## src/rtl/i2c_fev_pkg.sv

```systemverilog
package i2c_fev_pkg;

    typedef enum logic [1:0] {
        ST_IDLE     = 2'd0,
        ST_TX       = 2'd1,
        ST_RX       = 2'd2,
        ST_RX_DRAIN = 2'd3
    } xfer_state_e;

    localparam int EV_TX_READY = 0;
    localparam int EV_TX_DRAIN = 1;
    localparam int EV_RX_READY = 2;
    localparam int EV_RX_DRAIN = 3;
    localparam int EV_NUM      = 4;

    localparam int CFG_W      = 16;
    localparam int THR_FLD_W  = 6;
    localparam int TX_THR_LSB = 0;
    localparam int TX_CLR_BIT = 6;
    localparam int RX_THR_LSB = 8;
    localparam int RX_CLR_BIT = 14;

endpackage

```

## src/rtl/fev_cfg_reg.sv

```systemverilog
module fev_cfg_reg
    import i2c_fev_pkg::*;
(
    input  logic                 clk_i,
    input  logic                 rst_ni,
    input  logic                 cfg_wr_i,
    input  logic [CFG_W-1:0]     cfg_wdata_i,
    output logic [THR_FLD_W:0]   tx_thr_o,
    output logic [THR_FLD_W:0]   rx_thr_o,
    output logic                 tx_fifo_clr_o,
    output logic                 rx_fifo_clr_o
);

    logic [THR_FLD_W-1:0] tx_fld_q, rx_fld_q;

    always_ff @(posedge clk_i or negedge rst_ni) begin
        if (!rst_ni) begin
            tx_fld_q      <= '0;
            rx_fld_q      <= '0;
            tx_fifo_clr_o <= 1'b0;
            rx_fifo_clr_o <= 1'b0;
        end else begin
            tx_fifo_clr_o <= cfg_wr_i & cfg_wdata_i[TX_CLR_BIT];
            rx_fifo_clr_o <= cfg_wr_i & cfg_wdata_i[RX_CLR_BIT];
            if (cfg_wr_i) begin
                tx_fld_q <= cfg_wdata_i[TX_THR_LSB +: THR_FLD_W];
                rx_fld_q <= cfg_wdata_i[RX_THR_LSB +: THR_FLD_W];
            end
        end
    end

    // Effective threshold is the stored field plus one.
    assign tx_thr_o = {1'b0, tx_fld_q} + 1'b1;
    assign rx_thr_o = {1'b0, rx_fld_q} + 1'b1;

    p_tx_clr_r8: assert property (@(posedge clk_i) disable iff (!rst_ni)
        tx_fifo_clr_o |-> $past(cfg_wr_i && cfg_wdata_i[TX_CLR_BIT]));
    p_rx_clr_r8: assert property (@(posedge clk_i) disable iff (!rst_ni)
        rx_fifo_clr_o |-> $past(cfg_wr_i && cfg_wdata_i[RX_CLR_BIT]));

endmodule

```

## src/rtl/fev_xfer_fsm.sv

```systemverilog
module fev_xfer_fsm
    import i2c_fev_pkg::*;
#(
    parameter int CNT_W = 16,
    parameter int LVL_W = 4
) (
    input  logic             clk_i,
    input  logic             rst_ni,
    input  logic             start_i,
    input  logic [CNT_W-1:0] len_i,
    input  logic             dir_rx_i,
    input  logic             byte_i,
    input  logic [LVL_W-1:0] rx_level_i,
    output xfer_state_e      state_o,
    output logic [CNT_W-1:0] remain_o
);

    xfer_state_e state_q, state_d;
    logic        accept;
    logic        last_byte;

    assign accept    = (state_q == ST_IDLE) && start_i && (len_i != '0);
    assign last_byte = byte_i && (remain_o == CNT_W'(1));

    always_ff @(posedge clk_i or negedge rst_ni) begin
        if (!rst_ni) state_q <= ST_IDLE;
        else         state_q <= state_d;
    end

    always_comb begin
        state_d = state_q;
        unique case (state_q)
            ST_IDLE:     if (accept) state_d = dir_rx_i ? ST_RX : ST_TX;
            ST_TX:       if (last_byte) state_d = ST_IDLE;
            ST_RX:       if (last_byte) state_d = ST_RX_DRAIN;
            ST_RX_DRAIN: if (rx_level_i == '0) state_d = ST_IDLE;
            default:     state_d = ST_IDLE;
        endcase
    end

    always_ff @(posedge clk_i or negedge rst_ni) begin
        if (!rst_ni) begin
            remain_o <= '0;
        end else if (accept) begin
            remain_o <= len_i;
        end else if ((state_q == ST_TX || state_q == ST_RX) && byte_i && remain_o != '0) begin
            remain_o <= remain_o - 1'b1;
        end
    end

    assign state_o = state_q;

    p_zero_len_r7: assert property (@(posedge clk_i) disable iff (!rst_ni)
        (state_q == ST_IDLE && start_i && len_i == '0) |=> state_q == ST_IDLE);
    p_busy_start_r7: assert property (@(posedge clk_i) disable iff (!rst_ni)
        (state_q != ST_IDLE && start_i && !byte_i) |=> remain_o == $past(remain_o));
    p_count_down_r6: assert property (@(posedge clk_i) disable iff (!rst_ni)
        ((state_q == ST_TX || state_q == ST_RX) && byte_i && remain_o != '0)
        |=> remain_o == $past(remain_o) - 1'b1);

endmodule

```

## src/rtl/fev_cond.sv

```systemverilog
module fev_cond
    import i2c_fev_pkg::*;
#(
    parameter int CNT_W = 16,
    parameter int LVL_W = 4
) (
    input  xfer_state_e        state_i,
    input  logic [CNT_W-1:0]   remain_i,
    input  logic [LVL_W-1:0]   tx_level_i,
    input  logic [LVL_W-1:0]   rx_level_i,
    input  logic [THR_FLD_W:0] tx_thr_i,
    input  logic [THR_FLD_W:0] rx_thr_i,
    output logic [EV_NUM-1:0]  cond_o
);

    localparam int CMP_W = ((CNT_W > THR_FLD_W + 1) ? CNT_W : THR_FLD_W + 1) + 1;

    logic [CMP_W-1:0] rem_x, txl_x, rxl_x, txt_x, rxt_x, pend_x;
    logic             tx_room;

    always_comb begin
        rem_x   = CMP_W'(remain_i);
        txl_x   = CMP_W'(tx_level_i);
        rxl_x   = CMP_W'(rx_level_i);
        txt_x   = CMP_W'(tx_thr_i);
        rxt_x   = CMP_W'(rx_thr_i);
        pend_x  = (rem_x > txl_x) ? rem_x - txl_x : '0;
        tx_room = txl_x < txt_x;
        cond_o  = '0;
        unique case (state_i)
            ST_TX: begin
                cond_o[EV_TX_READY] = tx_room && (pend_x >= txt_x);
                cond_o[EV_TX_DRAIN] = tx_room && (pend_x != '0) && (pend_x < txt_x);
            end
            ST_RX: begin
                cond_o[EV_RX_READY] = rxl_x >= rxt_x;
            end
            ST_RX_DRAIN: begin
                cond_o[EV_RX_READY] = rxl_x >= rxt_x;
                cond_o[EV_RX_DRAIN] = (rxl_x != '0) && (rxl_x < rxt_x);
            end
            default: cond_o = '0;
        endcase
    end

endmodule

```

## src/rtl/fev_event_arm.sv

```systemverilog
module fev_event_arm (
    input  logic clk_i,
    input  logic rst_ni,
    input  logic cond_i,
    input  logic rearm_i,
    output logic pulse_o
);

    logic armed_q;
    logic fire;

    assign fire = cond_i && armed_q;

    always_ff @(posedge clk_i or negedge rst_ni) begin
        if (!rst_ni) begin
            armed_q <= 1'b1;
            pulse_o <= 1'b0;
        end else begin
            pulse_o <= fire;
            if (fire)         armed_q <= 1'b0;
            else if (rearm_i) armed_q <= 1'b1;
        end
    end

    p_one_shot_r9: assert property (@(posedge clk_i) disable iff (!rst_ni)
        pulse_o |=> !pulse_o);

endmodule

```

## src/rtl/i2c_fifo_event_gen.sv

```systemverilog
module i2c_fifo_event_gen
    import i2c_fev_pkg::*;
#(
    parameter int DEPTH_CODE = 0,
    parameter int CNT_W      = 16,
    localparam int DC_W      = 2,
    localparam int DEPTH     = 8 << DEPTH_CODE,
    localparam int LVL_W     = $clog2(DEPTH) + 1
) (
    input  logic              clk_i,
    input  logic              rst_ni,
    input  logic              cfg_wr_i,
    input  logic [15:0]       cfg_wdata_i,
    input  logic [CNT_W-1:0]  xfer_len_i,
    input  logic              xfer_start_i,
    input  logic              xfer_dir_rx_i,
    input  logic              byte_done_i,
    input  logic [LVL_W-1:0]  tx_level_i,
    input  logic [LVL_W-1:0]  rx_level_i,
    input  logic [3:0]        evt_rearm_i,
    output logic [3:0]        evt_pulse_o,
    output logic              tx_fifo_clr_o,
    output logic              rx_fifo_clr_o,
    output logic [DC_W-1:0]   depth_code_o
);

    logic [THR_FLD_W:0] tx_thr, rx_thr;
    xfer_state_e        state;
    logic [CNT_W-1:0]   remain;
    logic [EV_NUM-1:0]  cond;

    fev_cfg_reg u_cfg (
        .clk_i        (clk_i),
        .rst_ni       (rst_ni),
        .cfg_wr_i     (cfg_wr_i),
        .cfg_wdata_i  (cfg_wdata_i),
        .tx_thr_o     (tx_thr),
        .rx_thr_o     (rx_thr),
        .tx_fifo_clr_o(tx_fifo_clr_o),
        .rx_fifo_clr_o(rx_fifo_clr_o)
    );

    fev_xfer_fsm #(.CNT_W(CNT_W), .LVL_W(LVL_W)) u_fsm (
        .clk_i     (clk_i),
        .rst_ni    (rst_ni),
        .start_i   (xfer_start_i),
        .len_i     (xfer_len_i),
        .dir_rx_i  (xfer_dir_rx_i),
        .byte_i    (byte_done_i),
        .rx_level_i(rx_level_i),
        .state_o   (state),
        .remain_o  (remain)
    );

    fev_cond #(.CNT_W(CNT_W), .LVL_W(LVL_W)) u_cond (
        .state_i   (state),
        .remain_i  (remain),
        .tx_level_i(tx_level_i),
        .rx_level_i(rx_level_i),
        .tx_thr_i  (tx_thr),
        .rx_thr_i  (rx_thr),
        .cond_o    (cond)
    );

    for (genvar g = 0; g < EV_NUM; g++) begin : g_evt
        fev_event_arm u_arm (
            .clk_i  (clk_i),
            .rst_ni (rst_ni),
            .cond_i (cond[g]),
            .rearm_i(evt_rearm_i[g]),
            .pulse_o(evt_pulse_o[g])
        );
    end

    assign depth_code_o = DC_W'(DEPTH_CODE);

    p_tx_excl_r5: assert property (@(posedge clk_i) disable iff (!rst_ni)
        !(evt_pulse_o[EV_TX_READY] && evt_pulse_o[EV_TX_DRAIN]));
    p_dir_split_r10: assert property (@(posedge clk_i) disable iff (!rst_ni)
        !((evt_pulse_o[EV_TX_READY] || evt_pulse_o[EV_TX_DRAIN]) &&
          (evt_pulse_o[EV_RX_READY] || evt_pulse_o[EV_RX_DRAIN])));
    p_idle_quiet_r10: assert property (@(posedge clk_i) disable iff (!rst_ni)
        ($past(state) == ST_IDLE) |-> evt_pulse_o == '0);

endmodule

```

## config.mk

```make
export PLATFORM = sky130hd
export DESIGN_NAME = i2c_fifo_event_gen
export DESIGN_NICKNAME = d
export VERILOG_FILES = /design/src/rtl/i2c_fev_pkg.sv /design/src/rtl/fev_cfg_reg.sv /design/src/rtl/fev_xfer_fsm.sv /design/src/rtl/fev_cond.sv /design/src/rtl/fev_event_arm.sv /design/src/rtl/i2c_fifo_event_gen.sv
export SDC_FILE = /design/constraint.sdc
export NUM_CORES = 1
export LEC_CHECK = 0
export BUFFER_PORTS_ARGS = -buffer_cell sky130_fd_sc_hd__clkbuf_2
export CORE_ASPECT_RATIO = 0.8
export CORE_MARGIN = 2
export CORE_UTILIZATION = 45
export DETAILED_ROUTE_END_ITERATION = 10
export GPL_ROUTABILITY_DRIVEN = 0
export PLACE_DENSITY = 0.68
export SYNTH_ARGS = -nofsm -noshare
export SYNTH_HDL_FRONTEND = slang
export SYNTH_HIERARCHICAL = 1
export SYNTH_SLANG_ARGS = --single-unit
```

## constraint.sdc

```tcl
create_clock -name clk_i -period 10.05 [get_ports clk_i]
set_clock_uncertainty 0.2 [all_clocks]
set_input_delay 2.01 -clock clk_i [delete_from_list [all_inputs] [get_ports clk_i]]
set_output_delay 2.01 -clock clk_i [all_outputs]
set_load 0.02 [all_outputs]
```

; ---- Word-level counts from Yosys, hierarchy flattened
; Index checks and enable logic that the tools add are counted.
[classes]
mux = 20
addsub = 4
magnitude_cmp = 6
n_reduce_logical = 27
n_bitwise = 2
eq_ne = 8
[op_table]
columns = op, n
row1 = 16-bit two-way mux, 2
row2 = 16-bit nonzero test, 2
row3 = 17-bit by 7-bit greater-or-equal comparator with 1-bit output, 1
row4 = 17-bit by 7-bit < comparator with 1-bit output, 1
row5 = 17-bit two-way mux, 1
row6 = 17-bit nonzero test, 1
row7 = 16-bit by 4-bit subtractor with 17-bit output, 1
row8 = 16-bit by 1-bit equality test with 1-bit output (second input constant), 1
row9 = 16-bit by 4-bit greater-than comparator with 1-bit output, 1
row10 = 16-bit by 1-bit subtractor with 16-bit output (second input constant), 1
row11 = 6-bit by 1-bit adder with 7-bit output (second input constant), 2
row12 = 4-bit by 7-bit < comparator with 1-bit output, 2
row13 = 1-bit logical AND, 13
row14 = 2-bit two-way mux, 6
row15 = 1-bit two-way mux, 10
row16 = 2-bit nonzero test, 5
row17 = 2-bit one-hot mux with 4 select lines, 1
row18 = 4-bit by 7-bit greater-or-equal comparator with 1-bit output, 1
row19 = 2-bit != test (second input constant), 3
row20 = 2-bit equality test (second input constant), 2
row21 = 4-bit logical NOT, 1
row22 = 4-bit AND reduction, 1
row23 = 4-bit nonzero test, 1
row24 = 1-bit bitwise AND, 2
row25 = other kinds (5), 5
[totals]
word_cells = 81
reg_bits = 40
output_inout_bits = 8
inputBits = 50

; ---- Longest topological paths before layout
; Gate-level depths: netlist of run 1.
[depth]
depth_word = 8
mapped_depth = 17
mapped_depth_nobuf = 17

; ---- Cells and area by module
; The synthesis of run 1 kept the hierarchy.
[by_module_without_submodules]
columns = module, area_each_um2, cells_each, n_inst, seq_area_each_um2
row1 = fev_xfer_fsm, 1271.2, 143, 1, 450.4
row2 = fev_cond, 945.9, 139, 1, 0.0
row3 = fev_cfg_reg, 693.2, 55, 1, 350.3
row4 = fev_event_arm, 72.6, 5, 4, 51.3
row5 = i2c_fifo_event_gen, 18.8, 3, 1, 0.0

; ---- Worst setup path before layout of run 1
; Ideal clock, no wire load.
[synth_timing]
path_type = in2reg
startpoint = input tx_level_i[1]
endpoint = register g_evt[1].u_arm.pulse_o
t_arrival_ps = 5105
stages = 16
path_buffers = 1
required_ps = 9785
setup_time_ps = 65
path_slack_ps = 4680
path_cell_list = inv_1 -> ha_1 -> nor2b_1 -> o31a_1 -> clkbuf_1 -> or2_1 -> a21oi_1 -> nor2_1 -> ha_1 -> a211oi_1 -> nor3_1 -> nor4_1 -> and4b_1 -> nand3b_1 -> a311oi_1 -> and2_2
[synth_via]
elab_chain_len = 7
elab_cells_between_ends = 10
classes_between = add/sub: 1 / order compare: 3 / mux: 2 / reduce/logical: 4
[synth_lines]
columns = item, line_no
row1 = from (decl), i2c_fifo_event_gen.sv:18  ; input logic [LVL_W-1:0] tx_level_i,
row2 = branches (longest 4 deep; another with 16-bit by 4-bit subtractor with 17-bit output), n/a
row3 = 1-bit logical AND *, fev_cond.sv:33  ; cond_o[EV_TX_DRAIN] = tx_room && (pend_x != '0) && (pend_x < txt_x);
row4 = 2-bit two-way mux *, fev_cond.sv:30  ; unique case (state_i)
row5 = via cond[1], i2c_fifo_event_gen.sv:30  ; logic [EV_NUM-1:0] cond;
row6 = 1-bit logical AND *, fev_event_arm.sv:12  ; assign fire = cond_i && armed_q;
row7 = via g_evt[1].u_arm.fire, fev_event_arm.sv:10  ; logic fire;
row8 = to (signal assigned), fev_event_arm.sv:19  ; pulse_o <= fire;
row9 = to (decl), fev_event_arm.sv:6  ; output logic pulse_o
; Mark *: on every way through the listed nets, which the timed path passes.
; A chain may end at the register's enable or synchronous reset.

; ---- Worst setup path in the final report of run 1
; Ends and elaborated chain as after synthesis.

==> results.ini, run 1 <==
[synthesis]
synth.yosys.seq_area_share_pct = 31.2
async_set_or_reset_register_ratio_after_synthesis_pct = 100
synth_area_leader_cell = dfrtp_1
post_synth_num_cell_types = 64
netlist_top_cells_area = dfrtp_1, ha_1, nor2_1
synth.yosys.warnings = 6
post_synth.cell_area_avg_um2 = 8.94
synth_top_flop_cell = dfrtp_1
yosys-top-cells-count = dfrtp_1, nor2_1, ha_1, inv_1, nand2_1
flops_latches_synth = 40
syn_inst = 360
syn_area_um2 = 3220
yosys.cell_count.top_type = dfrtp_1
synth_top_area_share_pct = 28.0
synth_enable_flop_cells = 0

[final_layout]
layout_fillers = 667
antennaDiodeCount = 0
post_route_cells_drive_above_1_share_pct = 22.9
post-route-cell-area_um2 = 3630
fin_cells = 497
final_nets = 487
flow.area_growth_from_synthesis_pct = 12.9

[sta]
timing.hold.ws_ns = 0.280
setup_tns_ns = 0
maximum_achievable_frequency_ghz = 0.177
timing.final.crit_period_ns = 5.65
finalHoldViolCount = 0
grt_setup_unrepaired = false
worst_slew_margin_rel_pct = 31.1
finalMaxSlewViolations = 0
max_slew.worst_pin.slew_ns = 1.03
timing.final.setup_violations = 0
finalCritPeriodShare_pct = 56.2

[clocking]
tritoncts = done
htree_levels = 2
cts_made_buffers = 5
clkSinkCount = 40
worst_skew_pair.late_latency_ns = 0.30
postCtsResizedCells = 0
cts_max_path_buffers = 2
clockRootBuffer = clkbuf_8
path_clk_slew_ns = 0.08
postCtsHoldBufs = 0
post-cts-setup-buffer-count = 0

[power]
power.density_cell_area_nw_per_um2 = 241
cell_internal_pwr_mw = 0.480
clkPwrFrac_pct = 15.2
comb_pwr_share_pct = 49.5
switching_power_mw = 0.395
power.total_mw = 0.875
seq_pwr_share_pct = 35.3
power.static_leakage_nw = 1.62
sw_share_pct = 45.1
power.ir.vdd_worst_mv = 0.122

[worst_setup_path]
crit_path_max_fanout = 10
crit_path_capture_type = register
worst_setup_path_start_kind = input pin
cp.required_ns = 10.09
critical_path_class = input pin to register
arrival_time_worst_endpoint_ns = 5.69

[drt]
wl_um = 7480
vias = 2858
route.antenna.remaining_nets = 0
drt-pass1-iter-count = 4
post_route_drc = 0
post_drt_via_cell_ratio = 5.75
detail_route.wl_per_cell_um = 15.0
detailedRoute.firstIterationViolations = 112

[global_route]
first_global_vias = 2850
antenna_found_initial = 0
overflow = 0
grt.total_usage_pct = 20.3
grt_pass1_wl_um = 12900
largest_net_degree_at_the_start_of_global_routing = 41

[placement]
dp.cells = 489
quantity_of_i_o_buffers_inserted_on_ports = 53
detailedPlacementHpwl_um = 5750
placedInstanceArea_um2 = 3530

[floorplanning]
core_area_um2 = 6890
die_height_um = 79.7
rows = 27
die_width_um = 98.6
initial_utilization_pct = 46.7
design.die.area_um2 = 7850
ios = 58

[status]
outcome = finished clean

[worst_hold_path]
hold_class = register to register

[run]
max_capacitance_violation_count = 0

## layout make-up
type / instances / area (um2) / area share [%]
Timing Repair Buffer: 53 / 265 / 7.30
Tap cell: 87 / 109 / 3.00
Multi-Input combinational cell: 283 / 2050 / 56.4
Clock inverter: 2 / 35.0 / 0.964
Clock buffer: 6 / 72.6 / 2.00
Sequential cell: 40 / 1010 / 27.7
Inverter: 26 / 97.6 / 2.69
## cells by family (layout without fill, tap and decap cells)
group / after synthesis / count (layout) / share of synthesized area (%)
compound gates: 73 / 73 / 15.4
xor+xnor: 15 / 15 / 4.08
fa+ha+maj: 28 / 28 / 11.1
buf+inv: 38 / 87 / 5.25
flops: 40 / 40 / 31.2
mux: 18 / 18 / 6.45
other cells: 1 / 2 / 0.116
simple gates: 147 / 147 / 26.4
## cell usage in the layout (no fill, tap or decap), drive strengths merged, types with 3 or more instances in the layout
cell type	count
nand2	19
xor2	4
nor2b	4
nand4	6
mux2	10
o41ai	3
nor4	13
a31oi	17
nor3	10
or3	3
dfstp	4
o21ai	19
nand3	14
or2	5
and3	5
ha	27
and2	10
dfrtp	36
o31ai	5
xnor2	11
mux2i	8
a21o	4
nor2	32
clkbuf	59
nand2b	6
a21oi	9
or4	10
inv	26
## power groups by stage
stage	Clock (mW)	Combinational (mW)	Sequential (mW)
2_1_floorplan	0	0.340	0.285
3_3_place_gp	0	0.411	0.306
3_5_place_dp	0	0.429	0.311
4_1_cts	0.138	0.432	0.308
5_1_grt	0.146	0.491	0.323
6_report	0.133	0.433	0.309
## metrics by stage
| stage | util (%) | worst slack, ns |
|---|---|---|
| after global placement | 51.2 | 4.15 |
| final | 52.7 | 4.40 |
| after CTS | 52.7 | 4.42 |
| after global routing | 52.7 | 4.16 |
| after detailed placement | 51.2 | 4.13 |
| after floorplan | - | 4.68 |
## metal layers
layer	global-route usage, %	routed length [um]
met1	28.0	3530
met5	0	0
met3	4.12	445
met4	7.40	126
met2	31.8	3370
## registers in the layout (all words and copies together), names as in the netlist
signal	flops
g_evt.u_arm/armed_q	4
g_evt.u_arm/pulse_o	4
u_cfg/rx_fifo_clr_o	1
u_cfg/rx_fld_q	6
u_cfg/tx_fifo_clr_o	1
u_cfg/tx_fld_q	6
u_fsm/remain_o	16
u_fsm/state_o	2
## worst max-delay path, cell delays in order
cell      delay, ns
clkbuf_2       0.11
inv_1          0.07
ha_1           0.30
nor2b_1        0.16
o31a_1         0.37
or2_1          0.29
a21oi_1        0.40
nor2_1         0.10
ha_1           0.32
o21ai_1        0.19
nor3_1         0.08
nor4_1         0.37
and4b_1        0.28
nand3b_1       0.09
a311oi_1       0.35
and2_2         0.20
## path summary, 6_finish.rpt
check	start	to	slack (ns)	depth (start not counted)
worst min register to register	g_evt[1].u_arm/armed_q	g_evt[1].u_arm/armed_q	0.28	1
min in group asynchronous	rst_ni	g_evt[0].u_arm/pulse_o	1.68	1
worst max-delay path	tx_level_i[1]	g_evt[1].u_arm/pulse_o	4.40	16
max in group asynchronous	rst_ni	u_fsm/state_o[0]	7.34	1
worst min-delay path	g_evt[1].u_arm/armed_q	g_evt[1].u_arm/armed_q	0.28	1
worst max register to register	u_fsm/remain_o[2]	g_evt[1].u_arm/pulse_o	5.81	14
Note: power is estimated with default switching activity, not from simulation.
==> run 2: changes to the inputs <==
--- a/config.mk
+++ b/config.mk
@@ -5,13 +5,14 @@
 export SDC_FILE = /design/constraint.sdc
 export NUM_CORES = 1
 export LEC_CHECK = 0
+export ABC_AREA = 1
 export BUFFER_PORTS_ARGS = -buffer_cell sky130_fd_sc_hd__clkbuf_2
 export CORE_ASPECT_RATIO = 0.8
 export CORE_MARGIN = 2
 export CORE_UTILIZATION = 45
 export DETAILED_ROUTE_END_ITERATION = 10
 export GPL_ROUTABILITY_DRIVEN = 0
-export PLACE_DENSITY = 0.68
+export PLACE_DENSITY = 0.69
 export SYNTH_ARGS = -nofsm -noshare
 export SYNTH_HDL_FRONTEND = slang
 export SYNTH_HIERARCHICAL = 1
==> constraint.sdc (replaced) <==
create_clock -name clk_i -period 4.75 [get_ports clk_i]
set_clock_uncertainty 0.2 [all_clocks]
set_input_delay 0.95 -clock clk_i [delete_from_list [all_inputs] [get_ports clk_i]]
set_output_delay 0.95 -clock clk_i [all_outputs]
set_load 0.02 [all_outputs]
==> results.ini, run 2 <==
[status]
outcome = finished clean

[sta]
setup_tns_ns = 0
finalMaxSlewViolations = 0
grt_setup_unrepaired = false
worst_slew_margin_rel_pct = 31.2
timing.final.crit_period_ns = 3.48
max_slew.worst_pin.slew_ns = 1.03
finalHoldViolCount = 0
maximum_achievable_frequency_ghz = 0.287
fin_ws_ns = 1.27
timing.hold.ws_ns = 0.300
timing.final.setup_violations = 0
finalCritPeriodShare_pct = 73.3

[clocking]
postCtsResizedCells = 0
clockRootBuffer = clkbuf_8
postCtsHoldBufs = 0
path_clk_slew_ns = 0.08
clkSinkCount = 40
post-cts-setup-buffer-count = 0
tritoncts = done
cts_made_buffers = 5
htree_levels = 2
cts_max_path_buffers = 2
worst_skew_pair.late_latency_ns = 0.29

[synthesis]
flops_latches_synth = 40
yosys.cell_count.top_type = nand2_1
synth.yosys.warnings = 6
synth_top_area_share_pct = 23.7
netlist_top_cells_area = dfrtp_1, nand2_1, ha_1
synth_area_leader_cell = dfrtp_1
post_synth.cell_area_avg_um2 = 6.82
post_synth_num_cell_types = 38
synth_enable_flop_cells = 0
syn_area_um2 = 3800
synth_top_flop_cell = dfrtp_1
syn_inst = 558
synth.yosys.seq_area_share_pct = 26.4
yosys-top-cells-count = nand2_1, inv_1, nor2_1, nand3_1, dfrtp_1
async_set_or_reset_register_ratio_after_synthesis_pct = 100

[worst_setup_path]
r2r_end = g_evt[0].u_arm/armed_q
cp.required_ns = 4.78
reg2reg_slack_ns = 1.56
arrival_time_worst_endpoint_ns = 3.51
crit_path_capture_type = register
worst_setup_path_start_kind = input pin
crit_path_max_fanout = 7
worst_r2r_path_depth = 23
critical_path_class = input pin to register
rr_startpoint = u_fsm/remain_o[2]

[global_route]
first_global_vias = 3270
grt_pass1_wl_um = 14800
antenna_found_initial = 0
overflow = 0
grt.total_usage_pct = 19.7
largest_net_degree_at_the_start_of_global_routing = 41

[floorplanning]
die_width_um = 107
core_area_um2 = 8060
die_height_um = 86.2
initial_utilization_pct = 47.2
design.die.area_um2 = 9210
ios = 58
rows = 29

[worst_hold_path]
whs_endpoint = g_evt[1].u_arm/pulse_o
worst_hold_path.num_cells = 2
hold_class = register to register
hold_path_startpoint = g_evt[1].u_arm/armed_q

[power]
power.total_mw = 2.28
comb_pwr_share_pct = 61.8
power.density_cell_area_nw_per_um2 = 545
switching_power_mw = 1.19
seq_pwr_share_pct = 27.4
clkPwrFrac_pct = 10.8
power.static_leakage_nw = 2.28
cell_internal_pwr_mw = 1.09
power.ir.vdd_worst_mv = 0.229
sw_share_pct = 52.2

[drt]
route.antenna.remaining_nets = 0
post_drt_via_cell_ratio = 4.96
detail_route.wl_per_cell_um = 12.1
drt-pass1-iter-count = 5
wl_um = 8660
vias = 3559
post_route_drc = 0
detailedRoute.firstIterationViolations = 168

[final_layout]
largest_register = u_fsm/remain_o
layout_top_registers = u_fsm/remain_o (16), u_cfg/rx_fld_q (6), u_cfg/tx_fld_q (6)
most-common-layout-cells = nand2_1, inv_1, nor2_1, nand3_1, clkbuf_2
layout_fillers = 802
post-route-cell-area_um2 = 4190
post_route_cells_drive_above_1_share_pct = 20.9
final_nets = 686
antennaDiodeCount = 0
largest_register_ff_count = 16
final_common_cell = nand2_1
flow.area_growth_from_synthesis_pct = 10.1

[placement]
post_place_worst_slack_ns = 0.968
detailedPlacementHpwl_um = 6800
quantity_of_i_o_buffers_inserted_on_ports = 53
placedInstanceArea_um2 = 4100

[run]
max_capacitance_violation_count = 0

[run 2: cell count changes after synthesis, moves of 8 or more]
| cell | change |
|---|---|
| a31oi_1 | -17 |
| inv_1 | +46 |
| mux2i_1 | -8 |
| nand2_1 | +131 |
| nand2_2 | +12 |
| nand3_1 | +45 |
| nand3_2 | +17 |
| nand3b_1 | +10 |
| nor2_1 | +29 |
| nor2_2 | +11 |
| nor4_1 | -8 |
| xnor2_1 | -9 |
[run 2: cell families after synthesis]
group	count (synthesis)	synth area share [%]
xor gates and xnor gates	14	3.42
other	1	0.0986
buffers and inverters	93	11.2
AOI/OAI and AO/OA	35	5.10
adders and majority gates	28	9.41
and+or+nand+nor	347	44.3
DFF	40	26.4
[run 2: final cells by class]
cell class,instances,area (um2),share of cell area (%)
well taps,108,135,3.23
flip-flops and latches,40,1010,24.0
inverters,82,314,7.50
multi-input cells,426,2370,56.7
clock inverters,1,7.51,0.179
clock buffers,7,86.3,2.06
repair buffers,53,265,6.33
[run 2: how the worst max path moves through the flow]
stage / from / end / slack, ns / depth (start not counted)
6_report: tx_level_i[2] / g_evt[0].u_arm/armed_q / 1.27 / 25
5_1_grt: tx_level_i[2] / g_evt[0].u_arm/armed_q / 0.94 / 25
4_1_cts: tx_level_i[2] / g_evt[0].u_arm/armed_q / 1.27 / 25
3_5_place_dp: tx_level_i[2] / g_evt[0].u_arm/armed_q / 0.97 / 25
3_3_place_gp: tx_level_i[2] / g_evt[0].u_arm/armed_q / 1.06 / 25
2_1_floorplan: tx_level_i[2] / g_evt[0].u_arm/armed_q / 1.39 / 24
[run 2: routing by layer]
layer	share of wire (%)	routed length, um	track usage (%)
met5	0	0	0
met4	0.68	59	3.42
met3	5.0	434	3.31
met2	44	3830	32.2
met1	50	4340	27.9
[run 2: critical path, stage by stage]
cell      delay (ns)
clkbuf_2        0.09
inv_1           0.04
ha_1            0.37
nand2_2         0.09
nand2_2         0.06
inv_2           0.06
nand2_2         0.05
nand2_2         0.10
nand4_2         0.16
nand2_4         0.16
inv_6           0.05
nand2_1         0.07
inv_1           0.05
ha_1            0.30
a21oi_1         0.16
o221ai_1        0.14
nand2_1         0.07
nand2_1         0.06
a21oi_2         0.12
nand3_1         0.08
nand2_1         0.06
inv_1           0.04
nand2_1         0.07
inv_2           0.04
nor2_2          0.07
[run 2: power groups by stage]
stage / clock (mW) / combinational [mW] / sequential, mW
detailed placement: 0 / 1.39 / 0.629
CTS: 0.257 / 1.40 / 0.622
finish: 0.247 / 1.41 / 0.625
floorplan: 0 / 1.18 / 0.579
global route: 0.272 / 1.63 / 0.645
global placement: 0 / 1.36 / 0.620
[run 2: through the flow]
stage	utilization, %	instances
after global routing	52.0	717
after CTS	52.0	717
after global placement	50.8	709
after detailed placement	50.8	709
final	52.0	717
after floorplan	-	559
